### config.mk
export PLATFORM = sky130hd
export DESIGN_NAME = lcd_cmd_if
export DESIGN_NICKNAME = d
export VERILOG_FILES = /design/src/rtl/lcd_cmd_if.sv
export SDC_FILE = /design/constraint.sdc
export NUM_CORES = 1
export LEC_CHECK = 0
export BUFFER_PORTS_ARGS = -buffer_cell sky130_fd_sc_hd__buf_2
export CORE_MARGIN = 2
export CORE_UTILIZATION = 40
export CTS_BUF_LIST = sky130_fd_sc_hd__clkbuf_8
export CTS_CLUSTER_SIZE = 40
export DETAILED_ROUTE_END_ITERATION = 8
export MAX_ROUTING_LAYER = met4
export PLACE_DENSITY = 0.58
export SYNTH_ARGS = -nofsm -noshare
export SYNTH_HDL_FRONTEND = slang
export SYNTH_SLANG_ARGS = --single-unit
export TNS_END_PERCENT = 1
### constraint.sdc
create_clock -name clk -period 6 [get_ports clk]
set_input_delay 0 -clock clk [delete_from_list [all_inputs] [get_ports clk]]
set_output_delay 0 -clock clk [all_outputs]
set_load 0.03 [all_outputs]
### src/rtl/lcd_cmd_if.sv
module lcd_cmd_if #(
  parameter int INIT_CYC  = 40,
  parameter int LONG_CYC  = 410,
  parameter int SHORT_CYC = 10,
  parameter int DATA_CYC  = 12,
  parameter int GAP_CYC   = 1
) (
  input  logic       clk,
  input  logic       rst_n,
  input  logic       bus_e,
  input  logic       bus_rs,
  input  logic       bus_rw,
  input  logic [7:0] bus_din,
  output logic [7:0] bus_dout,
  output logic       bus_oe,
  output logic       ram_we,
  output logic       ram_re,
  output logic       ram_sel_cg,
  output logic [6:0] ram_addr,
  output logic [7:0] ram_wdata,
  input  logic [7:0] ram_rdata,
  output logic       busy,
  output logic       inc_mode,
  output logic       shift_on_write,
  output logic       disp_on,
  output logic       cursor_on,
  output logic       blink_on,
  output logic       if_8bit,
  output logic       two_line,
  output logic       tall_font,
  output logic       scroll_req,
  output logic       scroll_right
);

  localparam int CW = $clog2(INIT_CYC + LONG_CYC + SHORT_CYC + DATA_CYC + GAP_CYC + 1);

  logic          e_s1, e_s2, e_d;
  logic          lo_phase;
  logic [3:0]    hi_nib;
  logic [CW-1:0] cnt, load;
  logic [6:0]    ac;
  logic [7:0]    byte_in, rd_byte;
  logic          fall, done, go, cmd, dwr, drd;

  function automatic logic [6:0] stepped(input logic [6:0] a, input logic up, input logic cgm);
    logic [6:0] n;
    n = up ? a + 7'd1 : a - 7'd1;
    return cgm ? {1'b0, n[5:0]} : n;
  endfunction

  assign fall    = e_d & ~e_s2;
  assign done    = fall & (if_8bit | lo_phase);
  assign byte_in = if_8bit ? bus_din : {hi_nib, bus_din[7:4]};
  assign go      = done & (cnt == '0) & ~(~bus_rs & bus_rw);
  assign cmd     = go & ~bus_rs & ~bus_rw;
  assign dwr     = go & bus_rs & ~bus_rw;
  assign drd     = go & bus_rs & bus_rw;

  assign ram_we    = dwr;
  assign ram_re    = drd;
  assign ram_wdata = byte_in;
  assign ram_addr  = ac;
  assign busy      = cnt > CW'(GAP_CYC);

  assign rd_byte  = bus_rs ? ram_rdata : {busy, ac};
  assign bus_dout = (if_8bit | ~lo_phase) ? rd_byte : {rd_byte[3:0], 4'b0000};
  assign bus_oe   = bus_e & bus_rw;

  always_comb begin
    load = '0;
    if (dwr || drd)
      load = CW'(DATA_CYC + GAP_CYC);
    else if (cmd) begin
      if (|byte_in[7:2])      load = CW'(SHORT_CYC + GAP_CYC);
      else if (|byte_in[1:0]) load = CW'(LONG_CYC + GAP_CYC);
    end
  end

  always_ff @(posedge clk or negedge rst_n) begin
    if (!rst_n) begin
      e_s1 <= 1'b0;
      e_s2 <= 1'b0;
      e_d  <= 1'b0;
    end else begin
      e_s1 <= bus_e;
      e_s2 <= e_s1;
      e_d  <= e_s2;
    end
  end

  always_ff @(posedge clk or negedge rst_n) begin
    if (!rst_n)
      cnt <= CW'(INIT_CYC + GAP_CYC);
    else if (load != '0)
      cnt <= load;
    else if (cnt != '0)
      cnt <= cnt - 1'b1;
  end

  always_ff @(posedge clk or negedge rst_n) begin
    if (!rst_n) begin
      lo_phase       <= 1'b0;
      hi_nib         <= 4'h0;
      ac             <= 7'h00;
      ram_sel_cg     <= 1'b0;
      inc_mode       <= 1'b1;
      shift_on_write <= 1'b0;
      disp_on        <= 1'b0;
      cursor_on      <= 1'b0;
      blink_on       <= 1'b0;
      if_8bit        <= 1'b1;
      two_line       <= 1'b0;
      tall_font      <= 1'b0;
      scroll_req     <= 1'b0;
      scroll_right   <= 1'b0;
    end else begin
      scroll_req <= 1'b0;
      if (fall && !if_8bit) begin
        lo_phase <= ~lo_phase;
        if (!lo_phase) hi_nib <= bus_din[7:4];
      end
      if (dwr || drd)
        ac <= stepped(ac, inc_mode, ram_sel_cg);
      if (dwr && shift_on_write) begin
        scroll_req   <= 1'b1;
        scroll_right <= ~inc_mode;
      end
      if (cmd) begin
        casez (byte_in)
          8'b1???????: begin
            ac         <= byte_in[6:0];
            ram_sel_cg <= 1'b0;
          end
          8'b01??????: begin
            ac         <= {1'b0, byte_in[5:0]};
            ram_sel_cg <= 1'b1;
          end
          8'b001?????: begin
            if_8bit   <= byte_in[4];
            two_line  <= byte_in[3];
            tall_font <= byte_in[2];
            if (byte_in[4] != if_8bit) lo_phase <= 1'b0;
          end
          8'b0001????: begin
            if (byte_in[3]) begin
              scroll_req   <= 1'b1;
              scroll_right <= byte_in[2];
            end else
              ac <= stepped(ac, byte_in[2], ram_sel_cg);
          end
          8'b00001???: begin
            disp_on   <= byte_in[2];
            cursor_on <= byte_in[1];
            blink_on  <= byte_in[0];
          end
          8'b000001??: begin
            inc_mode       <= byte_in[1];
            shift_on_write <= byte_in[0];
          end
          8'b0000001?, 8'b00000001: begin
            ac         <= 7'h00;
            ram_sel_cg <= 1'b0;
          end
          default: ;
        endcase
      end
    end
  end

  AST_WRITE_SETS_BUSY: assert property (@(posedge clk) disable iff (!rst_n)
    ram_we |=> busy);
  AST_NO_STROBE_WHEN_BUSY: assert property (@(posedge clk) disable iff (!rst_n)
    busy |-> !(ram_we || ram_re));
  AST_GLYPH_ADDR_RANGE: assert property (@(posedge clk) disable iff (!rst_n)
    ram_sel_cg |-> !ram_addr[6]);
  AST_WRITE_STEPS_UP: assert property (@(posedge clk) disable iff (!rst_n)
    (ram_we && inc_mode && !ram_sel_cg) |=> (ram_addr == $past(ram_addr) + 7'd1));
  AST_MODE_PHASE_HIGH: assert property (@(posedge clk) disable iff (!rst_n)
    (if_8bit != $past(if_8bit)) |-> !lo_phase);

endmodule

After elaboration in Yosys (flattened, before gate mapping):

Index checks and enable logic that the tools add are counted.

* add/sub/neg operators: 3
* multiplexer cells: 30
* equality and inequality tests: 8
* reduce and logical (&&, ||, !) cells: 18
* bitwise gates (word level): 19
* order comparisons: 1

Operators by type and width (count)
* 9-bit two-way mux: 6
* 7-bit two-way mux: 7
* 7-bit case mux with 4 select lines: 1
* 8-bit two-way mux: 3
* 9-bit nonzero test: 2
* 1-bit two-way mux: 12
* 1-bit AND: 11
* 2-bit AND reduction: 5
* 9-bit by 1-bit > comparator with 1-bit output (second input constant): 1
* 9-bit logical NOT: 1
* 9-bit by 1-bit subtractor with 9-bit output (second input constant): 1
* 8-bit by 1-bit equality test with 1-bit output (second input constant): 1
* 7-bit by 1-bit adder with 7-bit output (second input constant): 1
* 7-bit by 1-bit equality test with 1-bit output (second input constant): 1
* 7-bit by 1-bit subtractor with 7-bit output (second input constant): 1
* 6-bit by 1-bit equality test with 1-bit output (second input constant): 1
* 1-bit inverter: 6
* 6-bit OR reduction: 1
* 5-bit by 1-bit equality test with 1-bit output (second input constant): 1
* 4-bit by 1-bit equality test with 1-bit output (second input constant): 1
* 2-bit nonzero test: 2
* 2-bit OR reduction: 2
* 3-bit by 1-bit equality test with 1-bit output (second input constant): 1
* 3-bit OR reduction: 1
* 7 further kinds: 9

* register bits: 35
* bits of input ports: 21
* output and inout port bits: 38
* logic and storage cells: 97

Longest topological paths before layout:

Gate-level depths: netlist of run 1.

* depth after elaboration: 12
* gate-level depth with buffers: 8
* depth with buffers taken out: 7

Least setup slack after synthesis of run 1:

OpenSTA, ideal clock, no wires.

* kind: reg2reg
* start: register if_8bit
* end: register shift_on_write
* stages on the path, launching flop included: 7
* period minus slack after synthesis: 2.206 ns
* setup time: 0.125 ns
* arrival time: 2.081 ns
* slack: 3.794 ns
* cells stage by stage: dfstp_2 -> mux2i_1 -> inv_1 -> a21oi_2 -> nand4_1 -> nor2_1 -> mux2_2

RTL lines
* start, declared: RTL line 28 `output logic if_8bit,`
* start signal, assigned: RTL line 139 `if_8bit <= byte_in[4];`
* 8-bit two-way mux: RTL line 53 `assign byte_in = if_8bit ? bus_din : {hi_nib, bus_din[7:4]};`
* net ram_wdata[4]: RTL line 20 `output logic [7:0] ram_wdata,`
* 6-bit by 1-bit equality test with 1-bit output: RTL line 129 `casez (byte_in)`
* 2-bit AND reduction (no line)
* end signal, assigned: RTL line 158 `shift_on_write <= byte_in[0];`
* end, declared: RTL line 24 `output logic shift_on_write,`

The timed path passes the listed nets, and every way through them passes these cells.
A chain may end at the register's enable or synchronous reset.

Worst setup path after layout of run 1:

* start: register if_8bit
* end: register shift_on_write

* word-level cells in the longest chain between the ends: 7

RTL lines
* 1-bit OR: RTL line 52 `assign done = fall & (if_8bit | lo_phase);`
* 1-bit AND: RTL line 52
* 1-bit AND (2 in a row): RTL line 54 `assign go = done & (cnt == '0) & ~(~bus_rs & bus_rw);`
* 1-bit AND (2 in a row): RTL line 55 `assign cmd = go & ~bus_rs & ~bus_rw;`
* 2-bit AND reduction (no line)

Several ways; a longest one is shown, not always the timed one.

==> results.sh, run 1 <==
export IMPL_status="complete, no violations"
export IMPL_rows=29
export IMPL_synth_distinct_cells=64
export IMPL_holdWs_ns=0.01727
export IMPL_power_frac_comb=0.461
export IMPL_grt_pass1_wl_mm=11.49
export IMPL_place_congestion=0.9120
export IMPL_p_clk_frac=0.200
export IMPL_grt_use_total=0.2085
export IMPL_avgSynthCellArea_sq_um=9.572
export IMPL_largest_register="cnt"
export IMPL_antennaDiodeCount=0
export IMPL_synth_edff_count=0
export IMPL_cp_end_kind="register"
export IMPL_clk_latency_ns=0.30
export IMPL_cts_path_max_buffers=2
export IMPL_synth_main_ff_cell="dfrtp_1"
export IMPL_path_clk_slew_ns=0.07
export IMPL_core_area_sq_mm=0.006277
export IMPL_hold_violations=0
export IMPL_crit_cells=5
export IMPL_wl_per_cell_um=16.92
export IMPL_p_seq_frac=0.339
export IMPL_numPlacedInstances=392
export IMPL_holdPathStages=2
export IMPL_yosys_area_top_type="dfrtp_1"
export IMPL_vdd_ir_drop_worst_uv=167.2
export IMPL_grt_pass1_vias=2302
export IMPL_syn_inst=269
export IMPL_cpPeakStageDelay_ns=0.79
export IMPL_setup_tns_ns=0
export IMPL_path_buf_inv=0
export IMPL_rr_worst_depth=5
export IMPL_largest_reg_flops=9
export IMPL_clock_sinks=35
export IMPL_cp_arrival_ns=2.65
export IMPL_die_x_um=84.24
export IMPL_ant_nets=0
export IMPL_htree_levels=2
export IMPL_p_per_area_mw_per_mm2=372.6
export IMPL_worst_path_max_delay_cell="dfstp_2"
export IMPL_cts_resized=0
export IMPL_cts_setup_buffers=0
export IMPL_switching_share=0.4320
export IMPL_boundaryPins=59
export IMPL_drt_iter0_drc=106
export IMPL_grt_max_degree=36
export IMPL_slew_violations=0
export IMPL_cts_made_buffers=5
export IMPL_power_leakage_nw=1.351
export IMPL_nets=351
export IMPL_fmax_mhz=405.6
export IMPL_synth_top_area_share=0.2915
export IMPL_period_needed_ns=2.465
export IMPL_relSlewSlack=0.4533
export IMPL_worstSetupPathType="register to register"
export IMPL_layout_cells_non_filler=402
export IMPL_die_h_um=84.24
export IMPL_critical_path_top_delay_family="simple AND/OR/NAND/NOR gates"
export IMPL_finalSetupViolations=0
export IMPL_nFillCells=627
export IMPL_yosysSeqAreaShare=0.3426
export IMPL_grt_overflow=0
export IMPL_async_reset_ff_frac=1.000
export IMPL_maxCapViolCount=0
export IMPL_dieArea_sq_mm=0.007096
export IMPL_synth_common_cells="dfrtp_1 (30), nor2_1 (24), mux2_2 (15), mux2i_1 (15), nand3_1 (15)"
export IMPL_ys_ff_latch=35
export IMPL_crit_chain="or4b_1 -> a21oi_2 -> nand4_1 -> nor2_1 -> mux2_2"
export IMPL_clockRootBuffer="clkbuf_8"
export IMPL_dp_hpwl_mm=5.180
export IMPL_setup_worst_path_start_class="register"
export IMPL_drive_above_1_share=0.3538
export IMPL_synth_area_sq_mm=0.002575
export IMPL_syn_to_final_growth_pct=18.08
export IMPL_cts_tree="yes"
export IMPL_antenna_found_initial=0
export IMPL_crit_required_ns=6.18
export IMPL_cts_hold_buf=2
export IMPL_synth_most_common_cell="dfrtp_1"
export IMPL_crit_fanout=25
export IMPL_tightestPinTransition_ns=0.8200
export IMPL_finalCritPeriodShare=0.4109
export IMPL_intPower_uw=643.5
export IMPL_io_buffers=58
export IMPL_dr_pass1_iters=5
export IMPL_synth_nets=296
export IMPL_drc=0
export IMPL_vias=2327
export IMPL_p_sw_uw=489.3
export IMPL_skew_ns=0.01004
export IMPL_post_drt_via_cell_ratio=5.789
export IMPL_rsz0062_at_grt="false"
export IMPL_yosys_top_cells_area="dfrtp_1 (29%), mux2_2 (6.6%), mux2i_1 (5.8%)"
export IMPL_drt_total_wl_mm=6.800
export IMPL_hold_class="primary input to register"
export IMPL_synth_yosys_warnings=0
export IMPL_initial_core_util=0.4102
-- layout by cell type (no fill, tap or decap), types with 4 or more instances in the layout --
cell type | netlist | final
mux4_2 | 4 | 4
o22ai_1 | 4 | 4
nand3_1 | 15 | 15
nor2_1 | 24 | 24
nor3b_1 | 4 | 4
o21ai_0 | 9 | 9
dfrtp_1 | 30 | 30
a21oi_1 | 9 | 9
nand2_1 | 13 | 13
ha_1 | 6 | 6
clkbuf_8 | 0 | 6
mux2i_1 | 15 | 15
or2_2 | 5 | 5
mux2_2 | 15 | 15
dfstp_2 | 5 | 5
or3_1 | 4 | 4
nand4_1 | 5 | 5
xor2_1 | 6 | 6
buf_2 | 5 | 58
nor3_1 | 7 | 7
inv_1 | 12 | 12
xnor2_1 | 9 | 9
nor2b_1 | 4 | 4
-- final timing paths --
check / start / to / slack [ns]
setup / recovery: if_8bit / shift_on_write / 3.53
hold / removal: bus_din[4] / hi_nib[0] / 0.02
setup reg to reg: if_8bit / shift_on_write / 3.53
hold reg to reg: e_s1 / e_s2 / 0.35
max in group asynchronous: rst_n / hi_nib[2] / 5.15
min in group asynchronous: rst_n / cnt[6] / 0.33
-- power by group through the flow --
stage	Sequential (mW)	Clock, mW	Combinational [mW]
6_report	0.385	0.226	0.522
4_1_cts	0.385	0.231	0.523
2_1_floorplan	0.381	0	0.393
5_1_grt	0.396	0.241	0.573
3_5_place_dp	0.390	0	0.519
3_3_place_gp	0.389	0	0.518
-- worst register-to-register path, cell delays in order, from the launching register on --
cell	delay [ns]
dfstp_2	0.79
or4b_1	0.56
a21oi_2	0.23
nand4_1	0.21
nor2_1	0.22
mux2_2	0.35
-- kinds of logic after synthesis --
group,after synthesis,synth area share
AOI/OAI and AO/OA,52,0.1540
and+or+nand+nor,102,0.2226
muxes,34,0.1589
buffers and inverters,25,0.04178
DFF,35,0.3426
xor gates and xnor gates,15,0.05102
adders and majority gates,6,0.02915
-- per-stage QoR --
step / area, sq um / power, mW / utilization / worst slack (ns)
4_1_cts: 3040 / 1.139 / 0.4844 / 3.518
5_1_grt: 3040 / 1.210 / 0.4844 / 3.325
3_3_place_gp: 2903 / 0.9069 / 0.4624 / 3.585
6_report: 3040 / 1.133 / 0.4844 / 3.535
2_1_floorplan: 2575 / 0.7737 / - / 3.794
3_5_place_dp: 2903 / 0.9085 / 0.4624 / 3.538
-- routing by layer --
| metal | wire, um | vias to the layer above | part of all wire | GRT usage |
|---|---|---|---|---|
| met2 | 3085 | 84 | 0.45 | 0.3211 |
| met1 | 3151 | 1122 | 0.46 | 0.2795 |
| met3 | 429 | 16 | 0.063 | 0.03835 |
| met5 | 0 | - | 0 | - |
| met4 | 133 | 0 | 0.020 | 0.06452 |
| li1 | - | 1105 | - | - |
-- area by class of cell --
| class | count | area (sq um) | share of cell area |
|---|---|---|---|
| Multi-Input combinational cell | 209 | 1585 | 0.5214 |
| Tap cell | 77 | 96.34 | 0.03169 |
| Clock inverter | 2 | 35.03 | 0.01152 |
| Sequential cell | 35 | 882.1 | 0.2901 |
| Inverter | 13 | 48.80 | 0.01605 |
| Clock buffer | 6 | 82.58 | 0.02716 |
| Timing Repair Buffer | 60 | 310.3 | 0.1021 |
Note: power is estimated with default switching activity, not from simulation.
==> inputs of run 2 (changes only) <==
==> constraint.sdc (replaced) <==
create_clock -name clk -period 2.3 [get_ports clk]
set_input_delay 0 -clock clk [delete_from_list [all_inputs] [get_ports clk]]
set_output_delay 0 -clock clk [all_outputs]
set_load 0.03 [all_outputs]
==> results.sh, run 2 (same netlist as run 1, synthesis figures left out) <==
export IMPL_status="complete, no violations"
export IMPL_hold_violations=0
export IMPL_power_frac_comb=0.510
export IMPL_drive_above_1_share=0.4164
export IMPL_initial_core_util=0.4102
export IMPL_critical_path_top_delay_family="simple AND/OR/NAND/NOR gates"
export IMPL_switching_share=0.4351
export IMPL_p_sw_mw=1.341
export IMPL_core_area_sq_mm=0.006277
export IMPL_grt_max_degree=36
export IMPL_final_cell_mix="buf_2 (58), dfrtp_1 (29), buf_4 (28)"
export IMPL_grt_pass1_wl_mm=12.15
export IMPL_clockRootBuffer="clkbuf_8"
export IMPL_drt_iter0_drc=164
export IMPL_antennaDiodeCount=0
export IMPL_vias=2405
export IMPL_period_needed_ns=2.184
export IMPL_cts_path_max_buffers=2
export IMPL_wl_per_cell_um=16.98
export IMPL_nFillCells=623
export IMPL_grt_use_total=0.2216
export IMPL_cpPeakStageDelay_ns=0.46
export IMPL_grt_overflow=0
export IMPL_io_buffers=58
export IMPL_slew_violations=0
export IMPL_boundaryPins=59
export IMPL_final_util=0.5222
export IMPL_crit_required_ns=2.30
export IMPL_power_leakage_nw=1.483
export IMPL_dieArea_sq_mm=0.007096
export IMPL_ff2ff_setup_slack_ns=0.12
export IMPL_drc=0
export IMPL_worstSetupPathType="register to output port"
export IMPL_grt_pass1_vias=2408
export IMPL_fmax_mhz=457.9
export IMPL_hold_class="primary input to register"
export IMPL_power_total_mw=3.083
export IMPL_crit_fanout=5
export IMPL_p_seq_frac=0.322
export IMPL_rsz0062_at_grt="false"
export IMPL_finalCritPeriodShare=0.9494
export IMPL_drt_total_wl_mm=7.300
export IMPL_largest_register="cnt"
export IMPL_post_drt_via_cell_ratio=5.593
export IMPL_path_buf_inv=1
export IMPL_skew_ns=0.006270
export IMPL_rows=29
export IMPL_syn_to_final_growth_pct=27.31
export IMPL_ant_nets=0
export IMPL_pre_cts_ws_ns=0.07381
export IMPL_antenna_found_initial=0
export IMPL_final_common_cell="buf_2"
export IMPL_setup_worst_path_start_class="register"
export IMPL_p_per_area_mw_per_mm2=940.4
export IMPL_crit_chain="nor4_4 -> nand2_1 -> or3_1 -> mux4_2 -> buf_2"
export IMPL_clk_latency_ns=0.30
export IMPL_maxCapViolCount=0
export IMPL_intPower_mw=1.742
export IMPL_dr_pass1_iters=4
export IMPL_cts_made_buffers=5
export IMPL_dp_hpwl_mm=5.679
export IMPL_cts_tree="yes"
export IMPL_clock_sinks=35
export IMPL_setup_tns_ns=0
export IMPL_cp_arrival_ns=2.18
export IMPL_place_congestion=0.9027
export IMPL_htree_levels=2
export IMPL_vdd_ir_drop_worst_uv=511.6
export IMPL_die_h_um=84.24
export IMPL_p_clk_frac=0.167
export IMPL_tightestPinTransition_ns=0.8333
export IMPL_path_clk_slew_ns=0.08
export IMPL_largest_reg_flops=9
export IMPL_cp_end_kind="output port"
export IMPL_nets=379
export IMPL_relSlewSlack=0.4445
export IMPL_finalSetupViolations=0
export IMPL_fin_ws_ns=0.1163
export IMPL_die_x_um=84.24
export IMPL_worst_path_max_delay_cell="dfrtp_2"
[run 2: power groups by stage]
| stage | registers [mW] | clock network, mW | logic, mW |
|---|---|---|---|
| 6_report | 0.994 | 0.516 | 1.57 |
| 5_1_grt | 1.03 | 0.548 | 1.73 |
| 3_5_place_dp | 0.988 | 0 | 1.55 |
| 2_1_floorplan | 0.993 | 0 | 1.03 |
| 3_3_place_gp | 0.982 | 0 | 1.54 |
| 4_1_cts | 0.981 | 0.526 | 1.57 |
[run 2: metrics by stage]
| stage | hold WS, ns | instances | instance area (sq um) |
|---|---|---|---|
| 6_report | 0.008411 | 430 | 3278 |
| 5_1_grt | 0.02743 | 430 | 3278 |
| 4_1_cts | 0.004100 | 429 | 3234 |
| 3_5_place_dp | 0.1250 | 419 | 3105 |
| 3_3_place_gp | 0.1189 | 419 | 3105 |
| 2_1_floorplan | -0.2956 | 269 | 2575 |
[run 2: repair_timing]
action                                  CTS  global route
cloned                                    0             0
endpoints found under the setup margin    1            15
pin swaps                                 0             0
buffers inserted                          0             1
endpoints found under the hold margin    31             0
hold buffers                              2             0
resized for setup                         1             8
[run 2: final cells by class]
cell class	count	area [sq um]	area share
multi-input combinational	209	1625	0.4958
tap	77	96.34	0.02939
sequential	35	883.3	0.2695
clock inverter	1	7.507	0.002290
timing repair buffer	88	520.5	0.1588
inverter	13	48.80	0.01489
clock buffer	7	96.34	0.02939
[run 2: worst paths after layout]
path,from,end,depth (start not counted)
setup reg to reg,if_8bit,disp_on,5
setup / recovery,cnt[2],bus_dout[7],5
hold reg to reg,e_s1,e_s2,0
hold / removal,bus_din[4],hi_nib[0],2
max in group asynchronous,rst_n,cnt[2],2
min in group asynchronous,rst_n,cnt[6],2
[run 2: layer usage]
layer	global-route usage	share of wire	routed length, um	vias to the layer above
met3	0.03147	0.052	382	8
li1	-	-	-	1167
met5	-	0	0	-
met1	0.2936	0.45	3305	1152
met2	0.3499	0.48	3495	78
met4	0.07331	0.016	116	0
